$ cat src/rtl/lcd_lp_pkg.sv
`timescale 1ns/1ps
package lcd_lp_pkg;

    typedef enum logic [1:0] {
        LP_FRONT = 2'd0,
        LP_HIGH  = 2'd1,
        LP_TRACK = 2'd2,
        LP_BACK  = 2'd3
    } lp_state_e;

endpackage

$ cat src/rtl/lcd_lp_line_timer.sv
`timescale 1ns/1ps
// Free-running line position counter; period = (line_cycle+1) << LINE_LG2.
module lcd_lp_line_timer #(
    parameter int CYC_W   = 6,
    parameter int LINE_LG2 = 4,
    localparam int POS_W  = CYC_W + LINE_LG2
) (
    input  logic             clk,
    input  logic             rst_n,
    input  logic [CYC_W-1:0] line_cycle,
    output logic [POS_W-1:0] lpos,
    output logic             line_end,
    output logic             line_first
);

    logic [POS_W-1:0] last_pos;

    // (c + 1) * 2^LINE_LG2 - 1 == {c, all ones}
    assign last_pos   = {line_cycle, {LINE_LG2{1'b1}}};
    assign line_end   = (lpos >= last_pos);
    assign line_first = (lpos == '0);

    always_ff @(posedge clk or negedge rst_n) begin
        if (!rst_n) begin
            lpos <= '0;
        end else if (line_end) begin
            lpos <= '0;
        end else begin
            lpos <= lpos + 1'b1;
        end
    end

endmodule

$ cat src/rtl/lcd_lp_porch_calc.sv
`timescale 1ns/1ps
// Converts register settings into terminal counts for the phase machine.
module lcd_lp_porch_calc #(
    parameter int DLY_W      = 4,
    parameter int WID_W      = 4,
    parameter int UNIT_LG2   = 3,
    parameter int OFFSET     = 14,
    parameter bit ROUND_UP   = 1'b1,
    localparam int CNT_W     = ((DLY_W > WID_W) ? DLY_W : WID_W) + UNIT_LG2 + 1
) (
    input  logic [DLY_W-1:0] setup_dly,
    input  logic [WID_W-1:0] high_wid,
    output logic [CNT_W-1:0] front_last,
    output logic [CNT_W-1:0] high_last,
    output logic             track_sel
);

    logic [CNT_W-1:0] dly_span;
    logic [CNT_W-1:0] wid_span;
    logic [CNT_W-1:0] zero_last;

    assign dly_span = CNT_W'(setup_dly) << UNIT_LG2;
    assign wid_span = CNT_W'(high_wid) << UNIT_LG2;

    // Zero delay carries an extra half clock of offset; a single-edge
    // design either rounds it up to a whole clock or drops it.
    generate
        if (ROUND_UP) begin : g_round_up
            assign zero_last = CNT_W'(OFFSET);
        end else begin : g_round_down
            assign zero_last = CNT_W'(OFFSET - 1);
        end
    endgenerate

    always_comb begin
        if (setup_dly == '0) begin
            front_last = zero_last;
        end else begin
            front_last = CNT_W'(OFFSET - 1) + dly_span;
        end
        high_last = wid_span - 1'b1;
        track_sel = (high_wid == '0);
    end

endmodule

$ cat src/rtl/lcd_lp_phase_fsm.sv
`timescale 1ns/1ps
// Orders front porch, pulse and back porch within one line.
module lcd_lp_phase_fsm
    import lcd_lp_pkg::*;
#(
    parameter int CNT_W = 8
) (
    input  logic             clk,
    input  logic             rst_n,
    input  logic             line_end,
    input  logic [CNT_W-1:0] front_last,
    input  logic [CNT_W-1:0] high_last,
    input  logic             track_sel,
    output lp_state_e        state,
    output logic             in_high,
    output logic             track_en
);

    lp_state_e        state_nxt;
    logic [CNT_W-1:0] cnt;
    logic [CNT_W-1:0] cnt_nxt;

    always_comb begin
        state_nxt = state;
        cnt_nxt   = cnt + 1'b1;
        if (line_end) begin
            // line-wrap: every state restarts the porch
            state_nxt = LP_FRONT;
            cnt_nxt   = '0;
        end else begin
            unique case (state)
                LP_FRONT: begin
                    if (cnt == front_last) begin
                        // front-done
                        state_nxt = track_sel ? LP_TRACK : LP_HIGH;
                        cnt_nxt   = '0;
                    end
                end
                LP_HIGH: begin
                    if (cnt == high_last) begin
                        // width-done
                        state_nxt = LP_BACK;
                        cnt_nxt   = '0;
                    end
                end
                LP_TRACK: begin
                    cnt_nxt = '0;
                end
                LP_BACK: begin
                    cnt_nxt = '0;
                end
                default: begin
                    state_nxt = LP_FRONT;
                    cnt_nxt   = '0;
                end
            endcase
        end
    end

    always_ff @(posedge clk or negedge rst_n) begin
        if (!rst_n) begin
            state <= LP_FRONT;
            cnt   <= '0;
        end else begin
            state <= state_nxt;
            cnt   <= cnt_nxt;
        end
    end

    always_comb begin
        in_high  = (state == LP_HIGH);
        track_en = (state_nxt == LP_TRACK);
    end

endmodule

$ cat src/rtl/lcd_lp_valid_track.sv
`timescale 1ns/1ps
// Zero-width mode: pulse follows registered valid data, with an optional hold.
module lcd_lp_valid_track #(
    parameter int TAIL_CLKS = 4
) (
    input  logic clk,
    input  logic rst_n,
    input  logic track_en,
    input  logic alt_mode,
    input  logic data_valid,
    output logic trk_pulse
);

    generate
        if (TAIL_CLKS > 0) begin : g_tail
            localparam int TAIL_W = $clog2(TAIL_CLKS + 1);
            logic [TAIL_W-1:0] tcnt;

            always_ff @(posedge clk or negedge rst_n) begin
                if (!rst_n) begin
                    tcnt      <= '0;
                    trk_pulse <= 1'b0;
                end else if (!track_en) begin
                    tcnt      <= '0;
                    trk_pulse <= 1'b0;
                end else begin
                    trk_pulse <= data_valid | (alt_mode & (tcnt != '0));
                    if (data_valid) begin
                        tcnt <= TAIL_W'(TAIL_CLKS);
                    end else if (tcnt != '0) begin
                        tcnt <= tcnt - 1'b1;
                    end
                end
            end
        end else begin : g_no_tail
            always_ff @(posedge clk or negedge rst_n) begin
                if (!rst_n) begin
                    trk_pulse <= 1'b0;
                end else begin
                    trk_pulse <= track_en & data_valid;
                end
            end
        end
    endgenerate

endmodule

$ cat src/rtl/lcd_line_pulse_gen.sv
`timescale 1ns/1ps
module lcd_line_pulse_gen
    import lcd_lp_pkg::*;
#(
    parameter int CYC_W     = 6,
    parameter int DLY_W     = 4,
    parameter int WID_W     = 4,
    parameter int LINE_LG2  = 4,
    parameter int UNIT_LG2  = 3,
    parameter int OFFSET    = 14,
    parameter bit ROUND_UP  = 1'b1,
    parameter int TAIL_CLKS = 4,
    localparam int POS_W    = CYC_W + LINE_LG2,
    localparam int CNT_W    = ((DLY_W > WID_W) ? DLY_W : WID_W) + UNIT_LG2 + 1
) (
    input  logic             clk,
    input  logic             rst_n,
    input  logic [CYC_W-1:0] line_cycle,
    input  logic [DLY_W-1:0] setup_dly,
    input  logic [WID_W-1:0] high_wid,
    input  logic             alt_mode,
    input  logic             data_valid,
    output logic             line_pulse,
    output logic             line_start
);

    logic [POS_W-1:0] lpos;
    logic             line_end;
    logic             line_first;
    logic [CNT_W-1:0] front_last;
    logic [CNT_W-1:0] high_last;
    logic             track_sel;
    lp_state_e        state;
    logic             in_high;
    logic             track_en;
    logic             trk_pulse;

    lcd_lp_line_timer #(
        .CYC_W    (CYC_W),
        .LINE_LG2 (LINE_LG2)
    ) u_timer (
        .clk        (clk),
        .rst_n      (rst_n),
        .line_cycle (line_cycle),
        .lpos       (lpos),
        .line_end   (line_end),
        .line_first (line_first)
    );

    lcd_lp_porch_calc #(
        .DLY_W    (DLY_W),
        .WID_W    (WID_W),
        .UNIT_LG2 (UNIT_LG2),
        .OFFSET   (OFFSET),
        .ROUND_UP (ROUND_UP)
    ) u_calc (
        .setup_dly  (setup_dly),
        .high_wid   (high_wid),
        .front_last (front_last),
        .high_last  (high_last),
        .track_sel  (track_sel)
    );

    lcd_lp_phase_fsm #(
        .CNT_W (CNT_W)
    ) u_fsm (
        .clk        (clk),
        .rst_n      (rst_n),
        .line_end   (line_end),
        .front_last (front_last),
        .high_last  (high_last),
        .track_sel  (track_sel),
        .state      (state),
        .in_high    (in_high),
        .track_en   (track_en)
    );

    lcd_lp_valid_track #(
        .TAIL_CLKS (TAIL_CLKS)
    ) u_track (
        .clk        (clk),
        .rst_n      (rst_n),
        .track_en   (track_en),
        .alt_mode   (alt_mode),
        .data_valid (data_valid),
        .trk_pulse  (trk_pulse)
    );

    always_comb begin
        line_start = line_first;
        line_pulse = in_high | trk_pulse;
    end

endmodule

$ cat config.mk
export PLATFORM = sky130hd
export DESIGN_NAME = lcd_line_pulse_gen
export DESIGN_NICKNAME = d
export VERILOG_FILES = /design/src/rtl/lcd_lp_pkg.sv /design/src/rtl/lcd_lp_line_timer.sv /design/src/rtl/lcd_lp_porch_calc.sv /design/src/rtl/lcd_lp_phase_fsm.sv /design/src/rtl/lcd_lp_valid_track.sv /design/src/rtl/lcd_line_pulse_gen.sv
export SDC_FILE = /design/constraint.sdc
export NUM_CORES = 1
export LEC_CHECK = 0
export BUFFER_PORTS_ARGS = -buffer_cell sky130_fd_sc_hd__buf_2
export CORE_ASPECT_RATIO = 1.25
export CORE_UTILIZATION = 50
export CTS_CLUSTER_SIZE = 12
export DETAILED_ROUTE_END_ITERATION = 12
export PLACE_DENSITY = 0.71
export SYNTH_ARGS = -nofsm -noshare
export SYNTH_HDL_FRONTEND = slang
export SYNTH_SLANG_ARGS = --single-unit
$ cat constraint.sdc
create_clock -name clk -period 2 [get_ports clk]
set_input_delay 0.1 -clock clk [delete_from_list [all_inputs] [get_ports clk]]
set_output_delay 0.1 -clock clk [all_outputs]
set_load 0.03 [all_outputs]
==> flow_summary.ini, run 1 <==
[outcome]
status = finished, final reports clean

[min_path]
hold_path_class = input pin to register

[synthesis]
synth.most_common_cell = dfrtp_1
ys_ff_latch = 24
postSynthCellCount = 174
yosys.area.top_type = dfrtp_1
synth_top_area_share_pct = 37.30
yosys.cell_types.count = 35
yosysWarnings = 0
syn_area_per_cell_um2 = 9.255
synth_edf_count = 0
synth_commonest_cells = dfrtp_1, nor2_1, inv_1, ha_1, xnor2_1
synth-main-ff-cell = dfrtp_1
yosys-top-cells-area = dfrtp_1, ha_1, xnor2_1
synthesis.area_mm2 = 0.001610
ys_seq_area_share_pct = 37.30
async_flop_share_pct = 100.0
synthesis.nets = 207

[place]
place_inst = 231
gp_congestion = 0.8245
io_buffers = 19
dp_hpwl_um = 2512
place_ws_ps = -106.7

[critical_path]
critPathMaxStageDelay_ps = 600
crit_chain = xnor2_1, xnor2_1, nand4_1, o41a_2, nor4_1
startpoint_type = register
critPathTopFamily = compound AO/OA/AOI/OAI gates
crit_slowest_cell = o41a_2
critPathBufInv = 0
end_kind = register
crit_top_cell = xnor2_1
critPathRequiredTime_ps = 2210
path_class = register to register
arrival_ps = 2100
critPathMaxFanout = 5

[drt]
drc = 0
routed_wl_um = 3284
vias = 1334
vias_per_cell = 5.629
drt_iter0_drc = 40
first_pass_iters = 4
routedWlPerCell_um = 13.86
final_antenna_net_count = 0

[die]
die_area_mm2 = 0.003453
rows = 22
ioPinCount = 20
die_x_um = 52.76
core-area_mm2 = 0.003000
start_util_pct = 53.67
die_y_um = 65.45

[global_routing]
grt_pass1_wl_um = 5733
grt_overflow = 0
grt_antenna_before_repair = 0
grt_pass1_vias = 1358
track_usage_pct = 22.15
grt_max_degree = 25

[layout]
area_growth_pct = 15.31
nFillCells = 260
num_antenna_cells = 0
nNetsFinal = 236
utilization_pct = 61.88
fin_cells = 237
layout-drive-gt1-share_pct = 19.90

[timing]
setup_slack_ps = 109.7
drv_slew = 0
fin_crit_ps = 1890
rsz0062_at_grt = true
period_share_pct = 94.51
max_freq_mhz = 529.0
tightest_slew_ps = 547.4
holdWs_ps = 80.70
setup_viol = 0
slew_headroom_pct = 63.50
hold_viol = 0
skew_ps = 1.376
fin_setup_tns_ps = 0

[cts]
cts_max_path_buffers = 2
numCtsBuffers = 3
clk_pin_slew_ps = 120
htree_num_levels = 1
cts_tree = yes
clockRootBuffer = clkbuf_4
clkSinkCount = 24
clk_latency_ps = 300

[power]
p_per_area_mw_per_mm2 = 965.7
power.leakage_nw = 0.8864
irDropWorstVdd_uv = 661.5

[job]
drv_cap = 0
[metal layers]
| layer | share of wire (%) | track usage (%) | vias to the layer above |
|---|---|---|---|
| met3 | 3.8 | 1.389 | 4 |
| met4 | 0.76 | 5.921 | 0 |
| met1 | 40 | 24.37 | 650 |
| met2 | 56 | 43.67 | 38 |
| li1 | - | - | 642 |
| met5 | 0 | 0 | - |
[worst reg2reg max path: cells and delay by family, from the launching register on]
family | cells | cell delay [ps]
AOI/OAI and AO/OA | 1 | 600
DFF | 1 | 410
xor gates and xnor gates | 2 | 340
and+or+nand+nor | 2 | 450
[flip-flops by register name, indices dropped and copies added, names as in the netlist]
register             flops
u_fsm.cnt                8
u_fsm.state              2
u_timer.lpos            10
u_track.g_tail.tcnt      3
u_track.trk_pulse        1
[final timing paths]
kind | slack [ps] | depth (start not counted) | startpoint | end
min in group asynchronous | 300 | 2 | rst_n | u_timer.lpos[0]
max in group asynchronous | 1310 | 2 | rst_n | u_fsm.cnt[3]
setup reg to reg | 110 | 5 | u_fsm.cnt[6] | u_track.g_tail.tcnt[2]
hold reg to reg | 510 | 1 | u_fsm.state[1] | u_fsm.cnt[2]
hold / removal | 80 | 3 | data_valid | u_track.g_tail.tcnt[1]
setup / recovery | 110 | 5 | u_fsm.cnt[6] | u_track.g_tail.tcnt[2]
[final cells by class]
type	instances	area [um2]	share of cell area [%]
Clock buffer	3	22.52	1.213
Inverter	18	67.56	3.639
Multi-Input combinational cell	130	969.7	52.22
Sequential cell	24	601.8	32.41
Tap cell	36	45.04	2.426
Timing Repair Buffer	26	150.1	8.086
[where the power goes]
group | internal [mW] | switching, mW | total [mW]
clock network | 0.0702 | 0.130 | 0.200
logic | 0.359 | 0.425 | 0.784
registers | 0.626 | 0.183 | 0.809
[placed cells by master (no fill, tap or decap), types with 3 or more instances in the layout]
cell       n
nor3_1     3
ha_1      15
xor2_1    13
nand3_1   12
inv_1     18
buf_2     19
nand2b_1   3
nor2_1    23
clkbuf_4   3
buf_4      6
dfrtp_1   23
nand2_1    7
a21oi_1    5
nor4_1     4
xnor2_1   15
[cell families (layout without fill, tap and decap cells)]
group,count (synthesis),after routing,share of synthesized area (%)
XOR/XNOR,28,28,15.23
AND/OR/NAND/NOR,67,67,21.76
buffers and inverters,20,47,5.128
flip-flops,24,24,37.30
adder cells (fa/ha/maj),15,15,11.66
AO/OA/AOI/OAI,19,19,8.314
multiplexers,1,1,0.6216
[stage by stage]
step	instance area [um2]	total power, mW
global placement	1765	1.489
detailed placement	1765	1.541
floorplan	1610	1.332
finish	1857	1.793
global route	1857	1.949
CTS	1798	1.749
[repair_timing]
action                                  CTS  global route
setup buffers                             0             2
resized for setup                         0             9
hold buffers                              1             0
endpoints found under the setup margin    5            12
endpoints found under the hold margin    24             0
pin swaps                                 0             1
Note: power is estimated with default switching activity, not from simulation.
==> run 2, diff against run 1 <==
==> constraint.sdc (replaced) <==
create_clock -name clk -period 2 [get_ports clk]
set_input_delay 0.2 -clock clk [delete_from_list [all_inputs] [get_ports clk]]
set_output_delay 0.2 -clock clk [all_outputs]
set_load 0.03 [all_outputs]
==> flow_summary.ini, run 2 (synthesized netlist as in run 1, its figures left out) <==
[outcome]
status = finished, final reports clean

[timing]
slew_headroom_pct = 63.97
fin_crit_ps = 1957
skew_ps = 7.162
rsz0062_at_grt = true
tightest_slew_ps = 540.5
period_share_pct = 97.87
setup_viol = 0
setup_slack_ps = 42.56
drv_slew = 0
max_freq_mhz = 510.9
hold_viol = 0

[layout]
stdcell_area_mm2 = 0.001936
multi_input_area_um2 = 998.5
seq_area_um2 = 600.6
layout-drive-gt1-share_pct = 20.77
layout_commonest_cell = dfrtp_1
regMostFlops = u_timer.lpos
utilization_pct = 64.51
mostFrequentLayoutCells = dfrtp_1, nor2_1, buf_2
nNetsFinal = 241
nFillCells = 245
num_antenna_cells = 0
largestRegisters = u_timer.lpos: 10 flops, u_fsm.cnt: 8 flops, u_track.g_tail.tcnt: 3 flops
largest_reg_flops = 10
area_growth_pct = 20.20

[place]
io_buffers = 19
gp_congestion = 0.8194
place_area_mm2 = 0.001803
place_ws_ps = -288.6
dp_hpwl_um = 2700

[cts]
cts_tree = yes
htree_num_levels = 1
numCtsBuffers = 3
cts_max_path_buffers = 2
clkSinkCount = 24
clockRootBuffer = clkbuf_4
clk_pin_slew_ps = 130
clk_latency_ps = 310

[critical_path]
startpoint_type = register
critPathMaxFanout = 5
arrival_ps = 2190
path_class = register to register
cp-startpoint = u_timer.lpos[5]
end_kind = register
r2r_setup_slack_ps = 40
r2r_start = u_timer.lpos[5]
critPathRequiredTime_ps = 2230

[die]
start_util_pct = 53.67
die_area_mm2 = 0.003453
die_y_um = 65.45
die_x_um = 52.76
rows = 22
core-area_mm2 = 0.003000
ioPinCount = 20

[drt]
final_antenna_net_count = 0
routed_wl_um = 3591
vias = 1367
vias_per_cell = 5.626
routedWlPerCell_um = 14.78
drc = 0
first_pass_iters = 4
drt_iter0_drc = 28

[min_path]
hold_path_class = input pin to register
min_from = data_valid

[power]
power_frac_clock_pct = 12.8
irDropWorstVdd_uv = 771.2
pwr-share-comb_pct = 46.2
power.leakage_nw = 0.9627
switching_share_pct = 41.25
power_switching_mw = 0.7963
p_int_mw = 1.134
power.total_mw = 1.931
p_per_area_mw_per_mm2 = 997.4
seqPwrFrac_pct = 41.0

[global_routing]
grt_overflow = 0
grt_antenna_before_repair = 0
globalRouteMet2Util_pct = 43.04
grt_pass1_vias = 1430
grt_pass1_wl_um = 5678
grt_busiest_layer = met2
gr-usage-met3_pct = 2.083
track_usage_pct = 22.13
grt_max_degree = 25
grtUsageMet1_pct = 22.39

[job]
drv_cap = 0
## run 2: cell types whose count changed in the layout (fill, tap and decap cells not counted), sizes merged
cell and delta:
clkbuf +1, buf +5
## run 2: metal layers
metal | vias up | wire (um)
met2 | 35 | 2002
met5 | - | 0
met4 | 0 | 31
li1 | 656 | -
met3 | 4 | 115
met1 | 672 | 1441
## run 2: cell type report
type	count	share of cell area (%)
Multi-Input combinational cell	130	51.58
Timing Repair Buffer	31	9.696
Clock buffer	4	1.875
Inverter	18	3.491
Tap cell	36	2.327
Sequential cell	24	31.03
## run 2: power groups by stage
stage          Clock, mW  Sequential, mW  Combinational, mW
5_1_grt            0.272           0.805              0.993
3_5_place_dp           0           0.797              0.774
3_3_place_gp           0           0.789              0.734
2_1_floorplan          0           0.756              0.576
4_1_cts            0.257           0.787              0.793
6_report           0.247           0.792              0.892
## run 2: repair_timing
item | CTS | global route
setup buffers | 0 | 2
pin swaps | 0 | 1
setup endpoints to repair | 4 | 11
hold endpoints to repair | 24 | 0
resized for setup | 1 | 9
hold buffers | 1 | 0
## run 2: worst paths after layout
path	end	cells after the start
setup / recovery	u_fsm.cnt[2]	6
hold / removal	u_track.g_tail.tcnt[1]	3
setup reg to reg	u_fsm.cnt[2]	6
hold reg to reg	u_fsm.cnt[0]	1
max in group asynchronous	u_timer.lpos[4]	2
min in group asynchronous	u_timer.lpos[3]	2
## run 2: metrics by stage
stage               TNS, ps  cells  hold slack, ps
finish                    0    243           167.4
global route         -763.9    243           175.9
CTS                       0    241           153.3
detailed placement    -2662    236           208.9
global placement     -994.9    236           202.2
floorplan                 0    174          -95.59
## run 2: worst max-delay path: stages, from the launching register on
cell     delay (ps)
dfrtp_1         450
ha_1            320
a21oi_1         120
o21ai_0         130
a21oi_1         430
o31ai_1         210
nor3_1          210
